<file path="src/rtl/tws_pkg.sv">
package tws_pkg;
  typedef enum logic [1:0] {
    SEL_DATA = 2'd0,
    SEL_CNT  = 2'd1,
    SEL_CLR  = 2'd2,
    SEL_CTRL = 2'd3
  } reg_sel_e;

  localparam int CLR_START_BIT = 0;
  localparam int CLR_OVF_BIT   = 1;
  localparam int CLR_STOP_BIT  = 2;

  localparam int CTL_SDA_EN    = 0;
  localparam int CTL_START_IE  = 1;
  localparam int CTL_OVF_IE    = 2;
  localparam int CTL_W         = 3;
endpackage

</file>
<file path="src/rtl/tws_sync.sv">
module tws_sync #(
  parameter int STAGES = 2
) (
  input  logic clk,
  input  logic rst,
  input  logic d_in,
  output logic level,
  output logic rise,
  output logic fall
);
  logic [STAGES-1:0] chain;
  logic              hist;

  generate
    for (genvar i = 0; i < STAGES; i++) begin : g_stage
      if (i == 0) begin : g_first
        always_ff @(posedge clk) begin
          if (rst) chain[0] <= 1'b1;
          else     chain[0] <= d_in;
        end
      end else begin : g_next
        always_ff @(posedge clk) begin
          if (rst) chain[i] <= 1'b1;
          else     chain[i] <= chain[i-1];
        end
      end
    end
  endgenerate

  always_ff @(posedge clk) begin
    if (rst) hist <= 1'b1;
    else     hist <= chain[STAGES-1];
  end

  assign level = chain[STAGES-1];
  assign rise  = chain[STAGES-1] & ~hist;
  assign fall  = ~chain[STAGES-1] & hist;
endmodule

</file>
<file path="src/rtl/tws_shift.sv">
module tws_shift #(
  parameter int DATA_W = 8
) (
  input  logic              clk,
  input  logic              rst,
  input  logic              wr,
  input  logic [DATA_W-1:0] wdata,
  input  logic              shift_en,
  input  logic              bit_in,
  output logic [DATA_W-1:0] data_q
);
  always_ff @(posedge clk) begin
    if (rst)           data_q <= '0;
    else if (wr)       data_q <= wdata;
    else if (shift_en) data_q <= {data_q[DATA_W-2:0], bit_in};
  end

  AST_SHIFT_IN: assert property (@(posedge clk) disable iff (rst)
    (shift_en && !wr) |=> data_q == {$past(data_q[DATA_W-2:0]), $past(bit_in)});
  AST_LOAD: assert property (@(posedge clk) disable iff (rst)
    wr |=> data_q == $past(wdata));
endmodule

</file>
<file path="src/rtl/tws_count.sv">
module tws_count #(
  parameter int CNT_W = 4
) (
  input  logic             clk,
  input  logic             rst,
  input  logic             clr,
  input  logic             wr,
  input  logic [CNT_W-1:0] wdata,
  input  logic             tick,
  output logic [CNT_W-1:0] cnt_q,
  output logic             wrap_p
);
  localparam logic [CNT_W-1:0] CNT_MAX = {CNT_W{1'b1}};

  assign wrap_p = tick && !clr && !wr && (cnt_q == CNT_MAX);

  always_ff @(posedge clk) begin
    if (rst)       cnt_q <= '0;
    else if (clr)  cnt_q <= '0;
    else if (wr)   cnt_q <= wdata;
    else if (tick) cnt_q <= cnt_q + 1'b1;
  end

  AST_CNT_WRAP: assert property (@(posedge clk) disable iff (rst)
    (tick && !clr && !wr && cnt_q == CNT_MAX) |=> cnt_q == '0);
  AST_CNT_STEP: assert property (@(posedge clk) disable iff (rst)
    (tick && !clr && !wr && cnt_q != CNT_MAX) |=> cnt_q == $past(cnt_q) + 1'b1);
  AST_CNT_CLEAR: assert property (@(posedge clk) disable iff (rst)
    clr |=> cnt_q == '0);
  AST_CNT_LOAD: assert property (@(posedge clk) disable iff (rst)
    (wr && !clr) |=> cnt_q == $past(wdata));
endmodule

</file>
<file path="src/rtl/tws_slave_top.sv">
module tws_slave_top #(
  parameter int DATA_W      = 8,
  parameter int CNT_W       = 4,
  parameter int SYNC_STAGES = 2
) (
  input  logic              clk,
  input  logic              rst,
  input  logic              scl_i,
  input  logic              sda_i,
  output logic              scl_low_o,
  output logic              sda_low_o,
  input  logic              wr_en,
  input  logic [1:0]        wr_sel,
  input  logic [DATA_W-1:0] wr_data,
  output logic [DATA_W-1:0] data_o,
  output logic [CNT_W-1:0]  count_o,
  output logic              start_flag_o,
  output logic              ovf_flag_o,
  output logic              stop_flag_o,
  output logic              start_irq_o,
  output logic              ovf_irq_o
);
  import tws_pkg::*;

  logic scl_lvl, scl_rise, scl_fall;
  logic sda_lvl, sda_rise, sda_fall;
  logic start_p, stop_p, wrap_p;
  logic wr_dat, wr_cnt, wr_clr, wr_ctl;
  logic clr_start, clr_ovf, clr_stop;
  logic armed_q, hold_q;
  logic [CTL_W-1:0] ctl_q;
  logic unused_bits;

  tws_sync #(.STAGES(SYNC_STAGES)) u_scl (
    .clk(clk), .rst(rst), .d_in(scl_i),
    .level(scl_lvl), .rise(scl_rise), .fall(scl_fall));

  tws_sync #(.STAGES(SYNC_STAGES)) u_sda (
    .clk(clk), .rst(rst), .d_in(sda_i),
    .level(sda_lvl), .rise(sda_rise), .fall(sda_fall));

  // Bus conditions: data edge while clock is high
  assign start_p = sda_fall & scl_lvl;
  assign stop_p  = sda_rise & scl_lvl;

  assign wr_dat = wr_en && (wr_sel == SEL_DATA);
  assign wr_cnt = wr_en && (wr_sel == SEL_CNT);
  assign wr_clr = wr_en && (wr_sel == SEL_CLR);
  assign wr_ctl = wr_en && (wr_sel == SEL_CTRL);

  assign clr_start = wr_clr & wr_data[CLR_START_BIT];
  assign clr_ovf   = wr_clr & wr_data[CLR_OVF_BIT];
  assign clr_stop  = wr_clr & wr_data[CLR_STOP_BIT];

  assign unused_bits = ^wr_data[DATA_W-1:CTL_W] ^ ^wr_data[CNT_W-1:CTL_W];

  tws_shift #(.DATA_W(DATA_W)) u_shift (
    .clk(clk), .rst(rst), .wr(wr_dat), .wdata(wr_data),
    .shift_en(scl_rise), .bit_in(sda_lvl), .data_q(data_o));

  tws_count #(.CNT_W(CNT_W)) u_count (
    .clk(clk), .rst(rst), .clr(start_p | clr_start),
    .wr(wr_cnt), .wdata(wr_data[CNT_W-1:0]),
    .tick(scl_rise | scl_fall), .cnt_q(count_o), .wrap_p(wrap_p));

  always_ff @(posedge clk) begin
    if (rst) begin
      start_flag_o <= 1'b0;
      ovf_flag_o   <= 1'b0;
      stop_flag_o  <= 1'b0;
      armed_q      <= 1'b0;
      hold_q       <= 1'b0;
      ctl_q        <= '0;
    end else begin
      if (start_p)        start_flag_o <= 1'b1;
      else if (clr_start) start_flag_o <= 1'b0;

      if (wrap_p)         ovf_flag_o <= 1'b1;
      else if (clr_ovf)   ovf_flag_o <= 1'b0;

      if (stop_p)         stop_flag_o <= 1'b1;
      else if (clr_stop)  stop_flag_o <= 1'b0;

      if (start_p)        armed_q <= 1'b1;
      else if (clr_start || scl_fall) armed_q <= 1'b0;

      if (clr_start)      hold_q <= 1'b0;
      else if (armed_q && scl_fall) hold_q <= 1'b1;

      if (wr_ctl)         ctl_q <= wr_data[CTL_W-1:0];
    end
  end

  assign scl_low_o   = hold_q | ovf_flag_o;
  assign sda_low_o   = ctl_q[CTL_SDA_EN] & ~data_o[DATA_W-1];
  assign start_irq_o = start_flag_o & ctl_q[CTL_START_IE];
  assign ovf_irq_o   = ovf_flag_o & ctl_q[CTL_OVF_IE];

  AST_START_SEEN: assert property (@(posedge clk) disable iff (rst)
    start_p |=> start_flag_o);
  AST_START_HOLD: assert property (@(posedge clk) disable iff (rst)
    (armed_q && scl_fall && !clr_start) |=> scl_low_o);
  AST_HOLD_KEEP: assert property (@(posedge clk) disable iff (rst)
    (hold_q && !clr_start) |=> scl_low_o);
  AST_OVF_SET: assert property (@(posedge clk) disable iff (rst)
    wrap_p |=> (ovf_flag_o && scl_low_o));
  AST_OVF_RELEASE: assert property (@(posedge clk) disable iff (rst)
    (clr_ovf && !wrap_p && !hold_q && !(armed_q && scl_fall)) |=> !scl_low_o);
  AST_STOP_SEEN: assert property (@(posedge clk) disable iff (rst)
    stop_p |=> stop_flag_o);
endmodule

</file>
<file path="config.mk">
export PLATFORM = sky130hd
export DESIGN_NAME = tws_slave_top
export DESIGN_NICKNAME = d
export VERILOG_FILES = /design/src/rtl/tws_pkg.sv /design/src/rtl/tws_sync.sv /design/src/rtl/tws_shift.sv /design/src/rtl/tws_count.sv /design/src/rtl/tws_slave_top.sv
export SDC_FILE = /design/constraint.sdc
export NUM_CORES = 1
export LEC_CHECK = 0
export ABC_AREA = 1
export BUFFER_PORTS_ARGS = -buffer_cell sky130_fd_sc_hd__buf_4
export CORE_ASPECT_RATIO = 1.75
export CORE_MARGIN = 2
export CORE_UTILIZATION = 50
export CTS_BUF_LIST = sky130_fd_sc_hd__clkbuf_8
export DETAILED_ROUTE_END_ITERATION = 8
export PLACE_DENSITY = 0.84
export SYNTH_ARGS = -nofsm -noshare
export SYNTH_HDL_FRONTEND = slang
export SYNTH_SLANG_ARGS = --single-unit
export TNS_END_PERCENT = 100
</file>
<file path="constraint.sdc">
create_clock -name clk -period 3.55 [get_ports clk]
set_input_delay 0.355 -clock clk [delete_from_list [all_inputs] [get_ports clk]]
set_output_delay 0.355 -clock clk [all_outputs]
set_load 0.01 [all_outputs]
</file>
# After elaboration in Yosys (flattened, before gate mapping)
# Cells that the tools add are included.
[classes] n_addsub=1 mux=12 shift=0 n_reduce_logical=20 n_lt_le_gt_ge=0 multipliers=0 div=0 eq_ne=4 bitwise_logic=20
[op_table] operator="$mux W8" count=2
[op_table] operator="$and A1 B1 Y1" count=12
[op_table] operator="$reduce_bool A2 Y1" count=6
[op_table] operator="$logic_and A1 B1 Y1" count=8
[op_table] operator="$mux W1" count=8
[op_table] operator="$mux W4" count=2
[op_table] operator="$not A1 Y1" count=5
[op_table] operator="$add A4 B1 Y4 const B" count=1
[op_table] operator="$eq A2 B2 Y1 const B" count=2
[op_table] operator="$eq A4 B4 Y1 const B" count=1
[op_table] operator="$reduce_or A2 Y1" count=2
[op_table] operator="$or A1 B1 Y1" count=3
[op_table] operator="$eq A2 B1 Y1 const B" count=1
[op_table] operator="$logic_not A1 Y1" count=2
[op_table] operator="$logic_not A2 Y1" count=1
[op_table] operator="$logic_or A1 B1 Y1" count=1
[word_totals] memories=0 mem_bits_rw=0 ff_bits=26 mem_bits_ro=0 latchBits=0 out_inout_bits=19

# Logic depth before layout (Yosys ltp)
# Gate-level depths: netlist of run 1.
[logic_depth] depth_word=9 depth_mapped=8

# By module
# A second synthesis of run 1 with hierarchy kept.
[unflattened] hier_cells=175 area_unflattened_um2=1211.2
[by_module_without_submodules] mod="tws_shift" area_per_inst_um2=411.6 n_inst=1 cells_each=63
[by_module_without_submodules] mod="tws_slave_top" area_per_inst_um2=357.8 n_inst=1 cells_each=50
[by_module_without_submodules] mod="tws_count" area_per_inst_um2=246.5 n_inst=1 cells_each=36
[by_module_without_submodules] mod="tws_sync" area_per_inst_um2=97.6 n_inst=2 cells_each=13

# Worst setup path before layout of run 1
# OpenSTA, ideal clock, no wires.
[synth_path] path_kind="register to register" from="register u_scl.chain[1] (netlist: u_scl.level)" to="register ovf_flag_o" n_path_buf=0 arrival_ns=1.179 path_slack_ns=2.313 path_stages_with_launch=8 path_cell_list="dfxtp_1 -> inv_1 -> ha_1 -> nor2_1 -> nand2_1 -> nor3_1 -> nand2_1 -> nand2_1"
[synth_via] elab_chain_len=7
[synth_rtl] element="from (decl)" line="tws_sync.sv:11" rtl="logic [STAGES-1:0] chain;"
[synth_rtl] element="from (signal, indexed assignment)" line="tws_sync.sv:24" rtl="else chain[i] <= chain[i-1];"
[synth_rtl] element="$and A1 B1 Y1 or $not A1 Y1 (tied branches)" line="tws_slave_top.sv:43, tws_sync.sv:37"
[synth_rtl] element="$or A1 B1 Y1 or $and A1 B1 Y1 (tied branches)" line="tws_slave_top.sv:62, tws_sync.sv:37"
[synth_rtl] element="$logic_not A1 Y1 or $or A1 B1 Y1 (tied branches)" line="tws_count.sv:15, tws_slave_top.sv:64"
[synth_rtl] element="$logic_and A1 B1 Y1 * (3 in series)" line="tws_count.sv:15" rtl="assign wrap_p = tick && !clr && !wr && (cnt_q == CNT_MAX);"
[synth_rtl] element="$mux W1 or $reduce_bool A2 Y1 (tied branches)"
[synth_rtl] element="to (signal assigned)" line="tws_slave_top.sv:69" rtl="ovf_flag_o <= 1'b0;"
[synth_rtl] element="to (signal assigned)" line="tws_slave_top.sv:78" rtl="if (wrap_p) ovf_flag_o <= 1'b1;"
[synth_rtl] element="to (signal assigned)" line="tws_slave_top.sv:79" rtl="else if (clr_ovf) ovf_flag_o <= 1'b0;"
[synth_rtl] element="to (decl)" line="tws_slave_top.sv:18" rtl="output logic ovf_flag_o,"
# Mark *: on every way between the ends. The rest lies on a longest branch, timed or not.
# A chain may end at the register's enable or synchronous reset.

# Final worst setup path of run 1
# Same ends and word-level chain as after synthesis.

==> flow_summary.json, run 1 <==
{
  "via_count": 1193,
  "cts.clk_slew.worst_paths_ps": 90,
  "detail_route.wl_per_cell_um": 12.9,
  "cp.depth": 7,
  "fin_crit_ps": 1430,
  "rsz0062_at_grt": "no",
  "critPathArrivalTime_ps": 1650,
  "synthTopCellsByArea": "dfxtp_1, nand2_1, inv_1, nor2_1, nand3_1",
  "cp_cell_sequence": "inv_1 > ha_1 > nor2_1 > nand2_1 > nor3_1 > nand2_1 > nand2_1",
  "drtAntennaViolNets": 0,
  "io_buffers": 33,
  "dr.first_iter.drc_count": 33,
  "r2r_cells": 7,
  "cts_tree": "yes",
  "critPathCaptureType": "flop",
  "dpl.hpwl_mm": 2.18,
  "fin_nets": 219,
  "startpoint": "u_scl.level",
  "grt_max_degree": 17,
  "synth_simple_gate_area_share_pct": 33.1,
  "peakVddDrop_v": 0.000276,
  "die-area_um2": 2940,
  "drc_errors": 0,
  "maxSlewHeadroom_pct": 72.4,
  "rows": 24,
  "synth_fp_nets": 186,
  "drtPass1Iterations": 4,
  "final.fill_count": 219,
  "die_h_um": 70.2,
  "gp_congestion": 0.882,
  "initial_core_util_pct": 51.5,
  "setup_viol": 0,
  "whs_ps": 253,
  "ys_seq_area_share_pct": 41.6,
  "cp.required_ps": 3770,
  "synth_common_cells": "nand2_1, dfxtp_1, inv_1, nor2_1, nand3_1",
  "grt_pass1_vias": 1159,
  "p_leak_uw": 0.000748,
  "final.setup.tns_ps": 0,
  "synth_cell_types": 24,
  "skew_ps": 5.26,
  "finalHoldViolCount": 0,
  "r2r-end": "ovf_flag_o",
  "final_util_pct": 63.8,
  "slowest_delay_ps": 390,
  "cts_resized": 0,
  "cpMaxStageDelayCell": "dfxtp_1",
  "critical_path.top_delay_family": "simple AND/OR/NAND/NOR gates",
  "cts_buffers": 3,
  "wl_mm": 2.91,
  "p_per_area_nw_per_um2": 418,
  "drv_cap": 0,
  "max_slew.worst_pin.slew_ps": 414,
  "cts_hold_buf": 0,
  "final_cell_area_um2": 1550,
  "io_pins": 34,
  "post_cts_buffers": 0,
  "cp-start-kind": "flop",
  "netlist_area_um2": 1250,
  "synth_mux_area_share_pct": 0,
  "syn_to_final_growth_pct": 24.0,
  "worstSkewPairLatency_ps": 280,
  "synth_area_leader_cell": "dfxtp_1",
  "synth.most_common_cell": "nand2_1",
  "synth_edf_count": 0,
  "hold_path_class": "in2reg",
  "drive_gt1_share_pct": 25.0,
  "gr-total-overflow": 0,
  "synth_compound_area_share_pct": 11.1,
  "syn_inst": 168,
  "vias_per_cell": 5.28,
  "crit_path_max_fanout": 6,
  "syn-mean-instance-area_um2": 7.46,
  "dpl_cell_area_um2": 1480,
  "max-clock-path-buffers": 2,
  "grt_pass1_wl_mm": 4.88,
  "crit_buf_inv": 1,
  "fmax_ghz": 0.700,
  "cts_sinks": 26,
  "fin_crit_sh_pct": 40.3,
  "synth_top_family_by_area": "simple AND/OR/NAND/NOR gates",
  "critPathKind": "reg2reg",
  "slew_viol_final": 0,
  "yosysTopAreaCellShare_pct": 41.6,
  "cts_root_buf": "clkbuf_8",
  "synth-warning-count": 0,
  "r2r_start": "u_scl.level",
  "status": "finished clean",
  "synth_xor_area_share_pct": 0,
  "worst-r2r-setup-slack_ps": 2120,
  "core_area_um2": 2430,
  "async_flop_share_pct": 0,
  "synth-main-ff-cell": "dfxtp_1",
  "grt.total_usage_pct": 21.5,
  "die_x_um": 41.8,
  "cts_max_level": 1,
  "cpMostUsedCell": "nand2_1",
  "diodes": 0,
  "endpoint": "ovf_flag_o",
  "synth-seq-cells": 26,
  "yosys.area_share.adder_pct": 3.00,
  "antenna_found_initial": 0
}
==> metrics by stage <==
step	power [uW]	setup WS (ps)	cells
after global placement	402	2190	222
after floorplan	371	2310	168
final	649	2120	226
after global routing	675	1980	226
after detailed placement	406	2160	222
after CTS	655	2110	226
==> registers in the layout, summed over array words and instances, names as in the netlist <==
name            flops
u_sda.hist          1
armed_q             1
u_scl.chain         1
start_flag_o        1
ctl_q               3
u_count.cnt_q       4
u_sda.level         1
stop_flag_o         1
u_shift.data_q      8
ovf_flag_o          1
hold_q              1
u_sda.chain         1
u_scl.hist          1
u_scl.level         1
==> layer usage <==
layer	GRT usage [%]	up-vias	part of all wire, %
li1	-	601	-
met1	24.1	535	39
met2	35.9	42	51
met3	2.58	15	4.7
met4	16.1	0	5.3
met5	0	-	0
==> cell type report <==
type	count	area [um^2]	share of cell area, %
clock buffer	3	41.3	2.66
tap	26	32.5	2.10
timing repair buffer	33	248	16.0
clock inverter	1	30.0	1.93
multi-input combinational	113	591	38.0
sequential	26	520	33.5
inverter	24	90.1	5.80
==> worst reg2reg max path, delay by kind of cell (launching register included) <==
family	cells	cell delay [ps]
adder cells (fa/ha/maj)	1	370
buffers and inverters	1	80
flip-flops	1	390
AND/OR/NAND/NOR	5	540
==> report_power, final <==
part           total, uW  switching [uW]  internal (uW)
registers            315            9.90            305
clock network        249            97.5            151
logic               85.8            46.8           38.9
==> cells in the final DEF (no fill, tap or decap), drive strengths merged <==
cell type / synthesis / final
nand2: 42 / 42
buf: 5 / 33
dfxtp: 26 / 26
inv: 24 / 24
nor2: 21 / 21
nand3: 13 / 13
a21oi: 10 / 10
o211ai: 7 / 7
or2: 5 / 5
nand4: 5 / 5
o21ai: 4 / 4
ha: 3 / 3
clkbuf: 0 / 3
nor3: 1 / 1
nand3b: 1 / 1
o21bai: 1 / 1
bufinv: 0 / 1
==> logic make-up (layout without fill, tap and decap cells) <==
family                     after synthesis  in the layout
buffers and inverters                   29             61
adders and majority gates                3              3
DFF                                     26             26
AOI/OAI and AO/OA                       22             22
and+or+nand+nor                         88             88
==> worst min path at each step <==
stage	from	to	slack, ps	cells past startpoint
after global routing	sda_i	u_sda.chain[0]	260	2
after detailed placement	u_scl.chain[0]	u_scl.level	400	1
final	sda_i	u_sda.chain[0]	250	2
after global placement	u_sda.chain[0]	u_sda.level	390	1
after CTS	sda_i	u_sda.chain[0]	250	2
after floorplan	u_scl.chain[0]	u_scl.level	390	1
Note: power is estimated with default switching activity, not from simulation.
==> run 2: changes to the inputs <==
--- a/config.mk
+++ b/config.mk
@@ -9,7 +9,7 @@
 export BUFFER_PORTS_ARGS = -buffer_cell sky130_fd_sc_hd__buf_4
 export CORE_ASPECT_RATIO = 1.75
 export CORE_MARGIN = 2
-export CORE_UTILIZATION = 50
+export CORE_UTILIZATION = 48
 export CTS_BUF_LIST = sky130_fd_sc_hd__clkbuf_8
 export DETAILED_ROUTE_END_ITERATION = 8
 export PLACE_DENSITY = 0.84
==> constraint.sdc (replaced) <==
create_clock -name clk -period 1.21 [get_ports clk]
set_input_delay 0.121 -clock clk [delete_from_list [all_inputs] [get_ports clk]]
set_output_delay 0.121 -clock clk [all_outputs]
set_load 0.01 [all_outputs]
==> run 2 against run 1 <==
  * First-iteration DRC count fell by 30%
  * Sequential power rose to 2.9 times the previous value
  * Setup slack got worse by 2100 ps
  * Critical endpoint is now scl_low_o
  * Clock power rose by 120%
  * Total power rose to 2.7 times the previous value
  * Register-to-register slack got worse by 2100 ps
==> flow_summary.json, run 2 (synthesis gave the netlist of run 1 again) <==
{
  "final.fill_count": 238,
  "die_h_um": 71.6,
  "cp.depth": 2,
  "hold_path_class": "in2reg",
  "worst-r2r-setup-slack_ps": 50,
  "gp_congestion": 0.854,
  "max_slew.worst_pin.slew_ps": 223,
  "crit_buf_inv": 1,
  "peakVddDrop_v": 0.000801,
  "r2r_cells": 7,
  "final.setup.tns_ps": 0,
  "critPathArrivalTime_ps": 1060,
  "critPathCaptureType": "output pin",
  "drtAntennaViolNets": 0,
  "fmax_ghz": 0.843,
  "final_cell_mix": "nand2_1, buf_4, dfxtp_1, inv_1, nor2_1",
  "grt_pass1_wl_mm": 4.94,
  "grt.total_usage_pct": 20.7,
  "grt_max_degree": 17,
  "largest_register_ffs": 8,
  "drive_gt1_share_pct": 31.2,
  "whs_ps": 37.3,
  "crit_path_max_fanout": 4,
  "fin_crit_sh_pct": 98.0,
  "dr.first_iter.drc_count": 23,
  "slowest_delay_ps": 370,
  "dpl.hpwl_mm": 2.15,
  "max-clock-path-buffers": 2,
  "wl_mm": 2.73,
  "die-area_um2": 3050,
  "r2r-end": "ovf_flag_o",
  "worstSkewPairLatency_ps": 260,
  "die_x_um": 42.6,
  "fin_nets": 224,
  "gr-total-overflow": 0,
  "p_leak_uw": 0.000766,
  "detail_route.wl_per_cell_um": 11.8,
  "r2r_start": "u_scl.level",
  "p_per_area_nw_per_um2": 1080,
  "dp_cells": 226,
  "syn_to_final_growth_pct": 28.4,
  "cts_sinks": 26,
  "rows": 24,
  "core_area_um2": 2490,
  "skew_ps": 2.87,
  "rsz0062_at_grt": "yes",
  "cpMaxStageDelayCell": "dfxtp_1",
  "finalHoldViolCount": 0,
  "setup_viol": 0,
  "via_count": 1192,
  "cts_buffers": 3,
  "diodes": 0,
  "cp.required_ps": 1090,
  "cts.clk_slew.worst_paths_ps": 90,
  "io_pins": 34,
  "regMostFlops": "u_shift.data_q",
  "critical_path.top_delay_family": "flip-flops",
  "multi_input_area_um2": 618,
  "cts_max_level": 1,
  "endpoint": "scl_low_o",
  "fin_cells": 231,
  "antenna_found_initial": 0,
  "cts_root_buf": "clkbuf_8",
  "seqCellArea_um2": 523,
  "drv_cap": 0,
  "io_buffers": 33,
  "cts_tree": "yes",
  "reg_top3": "u_shift.data_q x8, u_count.cnt_q x4, ctl_q x3",
  "slew_viol_final": 0,
  "maxSlewHeadroom_pct": 85.1,
  "vias_per_cell": 5.16,
  "grt_pass1_vias": 1230,
  "startpoint": "ovf_flag_o",
  "final_common_cell": "nand2_1",
  "fin_crit_ps": 1190,
  "drc_errors": 0,
  "hold_depth": 2,
  "drtPass1Iterations": 4,
  "status": "finished clean",
  "cp-start-kind": "flop",
  "critPathKind": "reg2out",
  "cp_cell_sequence": "or2_2 > buf_4",
  "initial_core_util_pct": 50.3
}
## run 2: routing by layer
layer  global-route usage, %  routed length, um  vias to the layer above
met2                    38.1               1480                       37
met4                    11.1                 86                        0
li1                        -                  -                      610
met5                       0                  0                        -
met1                    21.8               1050                      538
met3                    3.02                114                        7
## run 2: layout make-up
class                   count  share of cell area (%)
flip-flops and latches     26                    32.5
multi-input cells         113                    38.4
well taps                  26                    2.02
repair buffers             38                    18.0
clock buffers               4                    3.42
inverters                  24                    5.60
## run 2: timing repair
action	CTS	global route
hold buffers	0	0
pin swaps	1	2
setup endpoints to repair	8	14
gates resized for setup	3	7
buffers inserted	0	1
## run 2: worst min-delay path by stage
stage,startpoint,endpoint,slack (ps)
floorplan,scl_i,u_scl.chain[0],220
global route,scl_i,u_scl.chain[0],30
CTS,scl_i,u_scl.chain[0],30
global placement,scl_i,u_scl.chain[0],310
detailed placement,scl_i,u_scl.chain[0],310
finish,scl_i,u_scl.chain[0],40
## run 2: metrics by stage
| stage | instance area, um^2 | setup WS, ps | util [%] | total power [uW] |
|---|---|---|---|---|
| detailed placement | 1520 | -69.8 | 61.1 | 1200 |
| global placement | 1520 | -37.1 | 61.1 | 1200 |
| finish | 1610 | 24.3 | 64.5 | 1730 |
| global route | 1610 | -37.8 | 64.5 | 1820 |
| CTS | 1580 | 23.5 | 63.4 | 1740 |
| floorplan | 1260 | -19.8 | - | 1090 |
## run 2: worst register-to-register path, stage by stage (launching register included)
cell and delay (ps):
dfxtp_2 370, inv_2 60, ha_4 260, nor2_1 120, nand2_1 80, nor3_2 100
nand2_1 70, nand2_1 50
## run 2: where the power goes
group / internal [uW] / switching [uW]
clock network: 290 / 253
logic: 128 / 143
registers: 895 / 25.1
total: 1310 / 421
==> run 3: changes to the inputs <==
--- a/config.mk
+++ b/config.mk
@@ -9,7 +9,7 @@
 export BUFFER_PORTS_ARGS = -buffer_cell sky130_fd_sc_hd__buf_4
 export CORE_ASPECT_RATIO = 1.75
 export CORE_MARGIN = 2
-export CORE_UTILIZATION = 48
+export CORE_UTILIZATION = 50
 export CTS_BUF_LIST = sky130_fd_sc_hd__clkbuf_8
 export DETAILED_ROUTE_END_ITERATION = 8
 export PLACE_DENSITY = 0.84
==> constraint.sdc (replaced) <==
create_clock -name clk -period 1.3 [get_ports clk]
set_input_delay 0.13 -clock clk [delete_from_list [all_inputs] [get_ports clk]]
set_output_delay 0.13 -clock clk [all_outputs]
set_load 0.01 [all_outputs]
==> run 3 against run 2 <==
  * Sequential power down 6.5%
  * Total power up 2.5%
  * Combinational power down 9.2%
  * Worst hold slack worse by 7.9 ps
  * First-iteration DRC count up 43%
  * Critical path depth up 5
  * Clock-buffer cell count down 1
  * Non-clock buffer count down 2
==> flow_summary.json, run 3 (synthesis gave the netlist of run 1 again) <==
{
  "grt_pass1_wl_mm": 4.90,
  "drv_cap": 0,
  "crit_path_max_fanout": 6,
  "grt.total_usage_pct": 21.2,
  "diodes": 0,
  "critical_path.top_delay_family": "simple AND/OR/NAND/NOR gates",
  "p_leak_uw": 0.000763,
  "core_area_um2": 2430,
  "grt_max_degree": 17,
  "die_h_um": 70.2,
  "r2r_start": "u_scl.level",
  "gr-total-overflow": 0,
  "maxSlewHeadroom_pct": 85.7,
  "p_per_area_nw_per_um2": 1110,
  "cts_hold_buf": 0,
  "vias_per_cell": 5.32,
  "cts_buffers": 3,
  "drtPass1Iterations": 5,
  "cts_resized": 1,
  "cpMostUsedCell": "nand2_1",
  "wl_mm": 2.97,
  "slowest_delay_ps": 350,
  "cp.depth": 7,
  "cpMaxStageDelayCell": "dfxtp_2",
  "reg_top3": "u_shift.data_q x8, u_count.cnt_q x4, ctl_q x3",
  "cts.clk_slew.worst_paths_ps": 90,
  "max_slew.worst_pin.slew_ps": 214,
  "regMostFlops": "u_shift.data_q",
  "critPathCaptureType": "flop",
  "skew_ps": 6.56,
  "cts_sinks": 26,
  "fin_cells": 229,
  "rows": 24,
  "cts_tree": "yes",
  "critPathKind": "reg2reg",
  "r2r-end": "ovf_flag_o",
  "fin_nets": 222,
  "power_uw": 1780,
  "startpoint": "u_scl.level",
  "final_common_cell": "nand2_1",
  "fin_crit_ps": 1250,
  "via_count": 1218,
  "cp-start-kind": "flop",
  "status": "finished clean",
  "antenna_found_initial": 0,
  "drc_errors": 0,
  "drive_gt1_share_pct": 29.1,
  "gp_congestion": 0.906,
  "slew_viol_final": 0,
  "swShare_pct": 23.5,
  "cp.required_ps": 1520,
  "initial_core_util_pct": 51.5,
  "cts_max_level": 1,
  "setup_viol": 0,
  "detail_route.wl_per_cell_um": 13.0,
  "p_sw_uw": 417,
  "drtAntennaViolNets": 0,
  "share_comb_of_total_power_pct": 13.9,
  "whs_ps": 29.4,
  "die-area_um2": 2940,
  "worstSkewPairLatency_ps": 270,
  "peakVddDrop_v": 0.000903,
  "rsz0062_at_grt": "yes",
  "dr.first_iter.drc_count": 33,
  "finalHoldViolCount": 0,
  "power_frac_seq_pct": 48.4,
  "p_clk_share_pct": 37.7,
  "p_int_uw": 1360,
  "r2r_cells": 7,
  "critPathArrivalTime_ps": 1470,
  "crit_buf_inv": 1,
  "largest_register_ffs": 8,
  "dpl.hpwl_mm": 2.29,
  "fin_crit_sh_pct": 96.4,
  "cts_root_buf": "clkbuf_8",
  "die_x_um": 41.8,
  "fmax_ghz": 0.798,
  "max-clock-path-buffers": 2,
  "cp_cell_sequence": "inv_1 > ha_4 > nor2_2 > nand2_1 > nor3_2 > nand2_1 > nand2_1",
  "syn_to_final_growth_pct": 27.6,
  "hold_path_class": "in2reg",
  "io_pins": 34,
  "dp_cells": 225,
  "min-delay-start": "scl_i",
  "grt_pass1_vias": 1178,
  "final_cell_mix": "nand2_1, buf_4, dfxtp_1, inv_1, nor2_1",
  "worst-r2r-setup-slack_ps": 50,
  "endpoint": "ovf_flag_o",
  "post_cts_buffers": 0,
  "io_buffers": 33
}
[run 3: changes by cell type in the layout (fill, tap and decap cells not counted), sizes merged]
| cell | previous run | this run |
|---|---|---|
| buf | 38 | 36 |
| clkbuf | 4 | 3 |
| bufinv | 0 | 1 |
[run 3: per-stage QoR]
stage / instance area, um^2 / setup WS (ps) / utilization [%] / setup TNS (ps)
floorplan: 1250 / 62.7 / - / 0
global placement: 1500 / 43.8 / 61.8 / 0
detailed placement: 1500 / -57.1 / 61.8 / -57.1
CTS: 1590 / 10.5 / 65.3 / 0
global route: 1600 / -24.5 / 65.7 / -33.2
finish: 1600 / 46.2 / 65.7 / 0
[run 3: per-layer routing]
layer / part of all wire [%] / vias up / GRT usage, % / wire length [um]
li1: - / 602 / - / -
met1: 37 / 557 / 20.8 / 1090
met2: 55 / 51 / 40.5 / 1630
met3: 5.7 / 8 / 2.58 / 169
met4: 2.8 / 0 / 11.8 / 84
met5: 0 / - / 0 / 0
[run 3: cell type report]
class | count | area, um^2
Tap cell | 26 | 32.5
Inverter | 24 | 90.1
Timing Repair Buffer | 36 | 270
Clock buffer | 3 | 41.3
Sequential cell | 26 | 523
Fill cell | 203 | 835
Clock inverter | 1 | 30.0
Multi-Input combinational cell | 113 | 611
[run 3: how the worst min path moves through the flow]
stage	to	slack, ps	depth (start not counted)
after detailed placement	u_scl.chain[0]	320	2
after CTS	u_scl.chain[0]	30	2
after global placement	u_sda.chain[0]	320	2
after floorplan	u_scl.chain[0]	230	1
final	u_scl.chain[0]	30	2
after global routing	u_scl.chain[0]	30	2
[run 3: power by group through the flow]
stage | logic, uW | registers (uW) | clock network, uW
floorplan | 130 | 883 | 0
global placement | 228 | 875 | 0
detailed placement | 239 | 877 | 0
CTS | 245 | 859 | 673
global route | 272 | 865 | 699
finish | 246 | 860 | 670
[run 3: worst register-to-register path: stages, from the launching register on]
cell     delay [ps]
dfxtp_2         350
inv_1            80
ha_4            280
nor2_2          100
nand2_1          90
nor3_2          180
nand2_1          70
nand2_1          50
